--- src/rtl/hdr_lock_pkg.sv ---
package hdr_lock_pkg;
  localparam logic [7:0] KEY_FIRST  = 8'hCE;
  localparam logic [7:0] KEY_SECOND = 8'h31;

  localparam logic [2:0] ST_DEFAULT_CFG = 3'd0;
  localparam logic [2:0] ST_CFG         = 3'd1;

  localparam logic [1:0] SEC_FIFO_ONLY  = 2'b00;
  localparam logic [1:0] SEC_UPPER_HALF = 2'b01;

  typedef enum logic [0:0] {
    SEQ_IDLE = 1'b0,
    SEQ_HALF = 1'b1
  } key_seq_t;

  function automatic logic is_cfg_state(input logic [2:0] st);
    return (st == ST_DEFAULT_CFG) || (st == ST_CFG);
  endfunction
endpackage

--- src/rtl/hdr_key_seq.sv ---
module hdr_key_seq
  import hdr_lock_pkg::*;
(
  input  logic       clk,
  input  logic       rst,
  input  logic       key_wr,
  input  logic [7:0] key_data,
  input  logic       xfer_req,
  input  logic       other_wr,
  output logic       armed
);
  key_seq_t seq_q, seq_d;
  logic     armed_d;
  logic     any_wr;

  assign any_wr = key_wr | xfer_req | other_wr;

  always_comb begin
    seq_d   = seq_q;
    armed_d = armed;
    if (any_wr) begin
      armed_d = 1'b0;
      seq_d   = SEQ_IDLE;
      if (key_wr) begin
        if (seq_q == SEQ_HALF && key_data == KEY_SECOND) begin
          armed_d = 1'b1;
        end else if (key_data == KEY_FIRST) begin
          seq_d = SEQ_HALF;
        end
      end
    end
  end

  always_ff @(posedge clk) begin
    if (rst) begin
      seq_q <= SEQ_IDLE;
      armed <= 1'b0;
    end else begin
      seq_q <= seq_d;
      armed <= armed_d;
    end
  end
endmodule

--- src/rtl/hdr_lock_map.sv ---
module hdr_lock_map
  import hdr_lock_pkg::*;
#(
  parameter int NUM_BUF = 16,
  parameter int BUF_W   = 5
) (
  input  logic [NUM_BUF-1:0] fifo_map,
  input  logic [1:0]         sec_mode,
  input  logic [BUF_W-1:0]   sel_buf,
  output logic               sel_locked,
  output logic               sel_in_range
);
  localparam int            HALF      = NUM_BUF / 2;
  localparam logic [BUF_W:0] NUM_BUF_W = (BUF_W + 1)'(NUM_BUF);

  logic [NUM_BUF-1:0] lock_vec;

  for (genvar gi = 0; gi < NUM_BUF; gi++) begin : g_lock
    if (gi >= HALF) begin : g_upper
      assign lock_vec[gi] = fifo_map[gi] | sec_mode[1] | (sec_mode == SEC_UPPER_HALF);
    end else begin : g_lower
      assign lock_vec[gi] = fifo_map[gi] | sec_mode[1];
    end
  end

  assign sel_in_range = ({1'b0, sel_buf} < NUM_BUF_W);

  always_comb begin
    sel_locked = 1'b1;
    for (int i = 0; i < NUM_BUF; i++) begin
      if (sel_buf == BUF_W'(i)) sel_locked = lock_vec[i];
    end
  end
endmodule

--- src/rtl/hdr_wr_gate.sv ---
module hdr_wr_gate
  import hdr_lock_pkg::*;
#(
  parameter int BUF_W = 5
) (
  input  logic             clk,
  input  logic             rst,
  input  logic             xfer_req,
  input  logic [BUF_W-1:0] xfer_buf,
  input  logic [2:0]       poc_state,
  input  logic             sel_locked,
  input  logic             sel_in_range,
  input  logic             armed,
  output logic             hdr_wr_en,
  output logic [BUF_W-1:0] hdr_wr_buf
);
  logic grant;

  assign grant = xfer_req & sel_in_range &
                 (is_cfg_state(poc_state) | armed | ~sel_locked);

  always_ff @(posedge clk) begin
    if (rst) begin
      hdr_wr_en  <= 1'b0;
      hdr_wr_buf <= '0;
    end else begin
      hdr_wr_en <= grant;
      if (xfer_req) hdr_wr_buf <= xfer_buf;
    end
  end
endmodule

--- src/rtl/hdr_lock_guard.sv ---
module hdr_lock_guard
  import hdr_lock_pkg::*;
#(
  parameter int NUM_BUF = 16,
  parameter int BUF_W   = 5
) (
  input  logic               clk,
  input  logic               rst,
  input  logic               key_wr,
  input  logic [7:0]         key_data,
  input  logic               xfer_req,
  input  logic [BUF_W-1:0]   xfer_buf,
  input  logic               other_wr,
  input  logic [2:0]         poc_state,
  input  logic [NUM_BUF-1:0] fifo_map,
  input  logic [1:0]         sec_mode,
  output logic               hdr_wr_en,
  output logic [BUF_W-1:0]   hdr_wr_buf,
  output logic               unlock_armed
);
  logic sel_locked;
  logic sel_in_range;

  hdr_key_seq u_key_seq (
    .clk      (clk),
    .rst      (rst),
    .key_wr   (key_wr),
    .key_data (key_data),
    .xfer_req (xfer_req),
    .other_wr (other_wr),
    .armed    (unlock_armed)
  );

  hdr_lock_map #(.NUM_BUF(NUM_BUF), .BUF_W(BUF_W)) u_lock_map (
    .fifo_map     (fifo_map),
    .sec_mode     (sec_mode),
    .sel_buf      (xfer_buf),
    .sel_locked   (sel_locked),
    .sel_in_range (sel_in_range)
  );

  hdr_wr_gate #(.BUF_W(BUF_W)) u_wr_gate (
    .clk          (clk),
    .rst          (rst),
    .xfer_req     (xfer_req),
    .xfer_buf     (xfer_buf),
    .poc_state    (poc_state),
    .sel_locked   (sel_locked),
    .sel_in_range (sel_in_range),
    .armed        (unlock_armed),
    .hdr_wr_en    (hdr_wr_en),
    .hdr_wr_buf   (hdr_wr_buf)
  );
endmodule

--- config.mk ---
export PLATFORM = sky130hd
export DESIGN_NAME = hdr_lock_guard
export DESIGN_NICKNAME = d
export VERILOG_FILES = /design/src/rtl/hdr_lock_pkg.sv /design/src/rtl/hdr_key_seq.sv /design/src/rtl/hdr_lock_map.sv /design/src/rtl/hdr_wr_gate.sv /design/src/rtl/hdr_lock_guard.sv
export SDC_FILE = /design/constraint.sdc
export NUM_CORES = 1
export LEC_CHECK = 0
export BUFFER_PORTS_ARGS = -buffer_cell sky130_fd_sc_hd__clkbuf_2
export CAP_MARGIN = 20
export CORE_UTILIZATION = 23
export CTS_CLUSTER_DIAMETER = 200
export DETAILED_ROUTE_END_ITERATION = 16
export PLACE_DENSITY_LB_ADDON = 0.2
export RECOVER_POWER = 100
export SLEW_MARGIN = 40
export SYNTH_ARGS = -nofsm -noshare
export SYNTH_HDL_FRONTEND = slang
export SYNTH_SLANG_ARGS = --single-unit
--- constraint.sdc ---
create_clock -name clk -period 1.1 [get_ports clk]
set_input_delay 0.11 -clock clk [delete_from_list [all_inputs] [get_ports clk]]
set_output_delay 0.11 -clock clk [all_outputs]
set_load 0.01 [all_outputs]
==> impl_results.md <==
- Run status: finished clean
- Count of TritonRoute iterations in the first routing pass: 4
- Later-pin clock latency in the skew report: 0.25 ns
- Post-synthesis cell area: 637 um^2
- GRT Residual Overflow: 0
- Critical path launch point type: register
- Area growth, synth to finish: 48.7%
- CTS tree: yes
- Largest family of logic cells by synthesized area: simple AND/OR/NAND/NOR gates
- Ordered list of cells on the worst path: o21bai_1, a41oi_1, nor2_1, a21oi_1, o21ai_1
- Relative contribution of the clock network to total power: 28.9%
- Pin count of the biggest net entering global routing: 12
- Total power per unit cell area: 805 nW/um^2
- Max Cap Viol: 0
- Post-layout utilization of the core: 37.2%
- Final clock skew: 0.00775 ns
- Final routed DRC violation total: 0
- Share of cell area taken by muxes after synthesis: 17.3%
- Post-synth ARST share: 0%
- Synthesized-area fraction occupied by adder cells: 0%
- Global-route met3 utilization: 5.28%
- Synth Area in XOR/XNOR: 0%
- Cell variety after synth: 31
- Top cells by area in the synthesized netlist: dfxtp_1 25%, mux2i_1 17%, nor2_1 7.7%
- Detailed Place HPWL: 1570 um
- Clock tree buffer depth: 2
- Share of final-layout standard cells stronger than drive strength 1: 41.9%
- Resize count post-CTS: 0
- Final non-filler cell total: 159
- Delay of the slowest cell on the worst path: 0.32 ns
- Register bit total from synthesis: 8
- Fill count: 283
- Crit Path Category: register to register
- TritonCTS Buffers: 3
- Internal power of the cells: 0.553 mW
- Worst relative slew slack: 70.4%
- Busiest layer in global routing: met2
- Crit path DAT: 1.13 ns
- DP Cell Count: 156
- Mapped Nets: 115
- Net total in the final layout: 170
- Total wirelength of the detailed-routed design: 1800 um
- F_max: 1.02 GHz
- Crit-path slowest cell: dfxtp_1
- Maximum level of the CTS H-tree: 1
- Io pins: 46
- Top cell type by total area after synthesis: dfxtp_1
- Number of hold buffers added after CTS: 0
- Power share of the combinational group: 30.7%
- Maximum resistive drop on vdd: 0.575 mV
- Static leakage power: 0.447 nW
- Setup bufs post-CTS: 0
- EDFF count, synth: 0
- Number of antenna-violating nets in the routed design: 0
- Basic-gate share of the synthesized area counting and, or, nand and nor cells: 35.6%
- TritonCTS Sinks: 8
- Gpl congestion: 0.748
- Die Y-Extent: 54.6 um
- Average via count per standard cell: 4.84
- Fraction of post-synthesis cell area in the top cell type by area: 25.1%
- Post-route fraction of the period consumed by the critical path: 89.5%
- Final critical path time including I/O delays and setup: 0.984 ns
- Compound-gate portion of the synthesized area: 15.3%
- Gate Count Post-Synth: 76
- Vias in the first global route: 667
- Net switching fraction of the power: 27.5%
- Met1 routing resource usage after global routing: 17.5%
- Die area: 2980 um^2
- Area of placed instances: 935 um^2
- Gr usage total: 13.5%
- Met2 Usage GRT: 21.1%
- Initial antenna violation count: 0
- Port Buf Inserts: 44
- Worst Path Buf+Inv: 0
- Type of destination of the critical path: register
- Cell at the root of the clock tree: clkbuf_4
- Number of antenna repair diodes: 0
- Reg power frac: 40.3%
- Starting Density: 25.0%
- Worst reg-to-reg setup slack: 0.12 ns
- Die W: 54.6 um
- Number of placement rows: 18
- Top flip-flop cell by instance count after synthesis: dfxtp_1
- Detail-routed net length per standard cell: 11.3 um
- Seq/Total Area, Yosys: 25.1%
- DRC marker count from the first detailed-route iteration: 14
- Routed via count: 770
- Final Hold Viols: 0
- First-pass GRT wire length: 2850 um
- Final setup violation count: 0
- Type of the tightest min-delay check: input pin to register
- Clock-pin slew on the worst setup and hold paths: 0.06 ns
- Cell family with the largest share of critical-path delay: compound AO/OA/AOI/OAI gates
- Unrepaired setup endpoints after global routing: no
- Setup tns final: 0 ns
- Core outline area: 2540 um^2
- Sw power: 0.210 mW
- Data required time at the worst endpoint: 1.24 ns
- Post-Syn Area per Cell: 8.38 um^2
- Final instance area: 947 um^2
- Count of warnings emitted by yosys: 0
- Crit-path max FO: 3
- Max-slew violations: 0
- Least-Margin Pin Slew: 0.445 ns
==> cells in the final DEF, fill, tap and decap left out, drive strengths merged <==
| cell | synthesis | layout |
|---|---|---|
| clkbuf | 1 | 47 |
| nor2 | 13 | 13 |
| mux2i | 11 | 11 |
| buf | 4 | 11 |
| dfxtp | 8 | 8 |
| nor3b | 4 | 4 |
| nand2 | 4 | 4 |
| nor4 | 4 | 4 |
| nor3 | 3 | 3 |
| a21oi | 3 | 3 |
| o21ai | 3 | 3 |
| nand2b | 3 | 3 |
| nand4b | 2 | 2 |
| o211ai | 2 | 2 |
| o22a | 1 | 1 |
| a22oi | 1 | 1 |
| or2b | 1 | 1 |
| a31oi | 1 | 1 |
| nand3b | 1 | 1 |
| nor4b | 1 | 1 |
| nand3 | 1 | 1 |
| o21bai | 1 | 1 |
| a41oi | 1 | 1 |
| a32oi | 1 | 1 |
| nand4bb | 1 | 1 |
==> flip-flops by register name, indices dropped and copies added (netlist names) <==
register              count
u_wr_gate.hdr_wr_buf      5
u_wr_gate.hdr_wr_en       1
u_key_seq.armed           1
u_key_seq.seq_q           1
==> metrics by stage <==
step / hold slack (ns) / setup slack [ns] / total power [mW]
global placement: 0.386 / -0.0299 / 0.550
floorplan: 0.257 / 0.147 / 0.427
finish: 0.129 / 0.116 / 0.762
detailed placement: 0.389 / -0.109 / 0.553
CTS: 0.125 / 0.0881 / 0.781
global route: 0.139 / 0.00135 / 0.818
==> kinds of logic (layout without fill, tap and decap cells) <==
group / after synthesis / count (layout)
buffers and inverters: 5 / 58
flip-flops: 8 / 8
AND/OR/NAND/NOR: 38 / 38
multiplexers: 11 / 11
AO/OA/AOI/OAI: 14 / 14
==> power groups by stage <==
stage	combinational [mW]	clock, mW	sequential, mW
after floorplan	0.108	0	0.319
after detailed placement	0.240	0	0.314
after CTS	0.241	0.233	0.308
after global placement	0.236	0	0.314
after global routing	0.260	0.250	0.308
final	0.234	0.221	0.307
==> path summary, 6_finish.rpt <==
path | start | to | depth (start not counted)
min | key_data[7] | u_key_seq.seq_q | 3
max reg2reg | u_key_seq.armed | u_wr_gate.hdr_wr_en | 5
min reg2reg | u_key_seq.seq_q | u_key_seq.seq_q | 2
max | u_key_seq.armed | u_wr_gate.hdr_wr_en | 5
==> worst min-delay path: stages <==
cell and delay [ns]:
clkbuf_2 0.08, a32oi_1 0.08, nor2_1 0.07
==> area by class of cell <==
class	count	area (um^2)	share of cell area [%]
flip-flops and latches	8	160	16.9
clock buffers	3	22.5	2.38
well taps	30	37.5	3.96
multi-input cells	63	434	45.8
repair buffers	55	293	30.9
==> routing by layer <==
metal	routed length, um	share of wire (%)	vias to the layer above
li1	-	-	390
met1	750	42	355
met2	873	49	25
met3	173	9.6	0
met4	0	0	0
met5	0	0	-
==> Yosys cell counts, types with 2 or more instances <==
library cell and number:
a21oi_1 3, buf_6 3, dfxtp_1 8, mux2i_1 11
nand2_1 4, nand4b_1 2, nor2_1 13, nor3_1 3
nor3b_1 4, nor4_1 3, o21ai_0 2
Note: power is estimated with default switching activity, not from simulation.
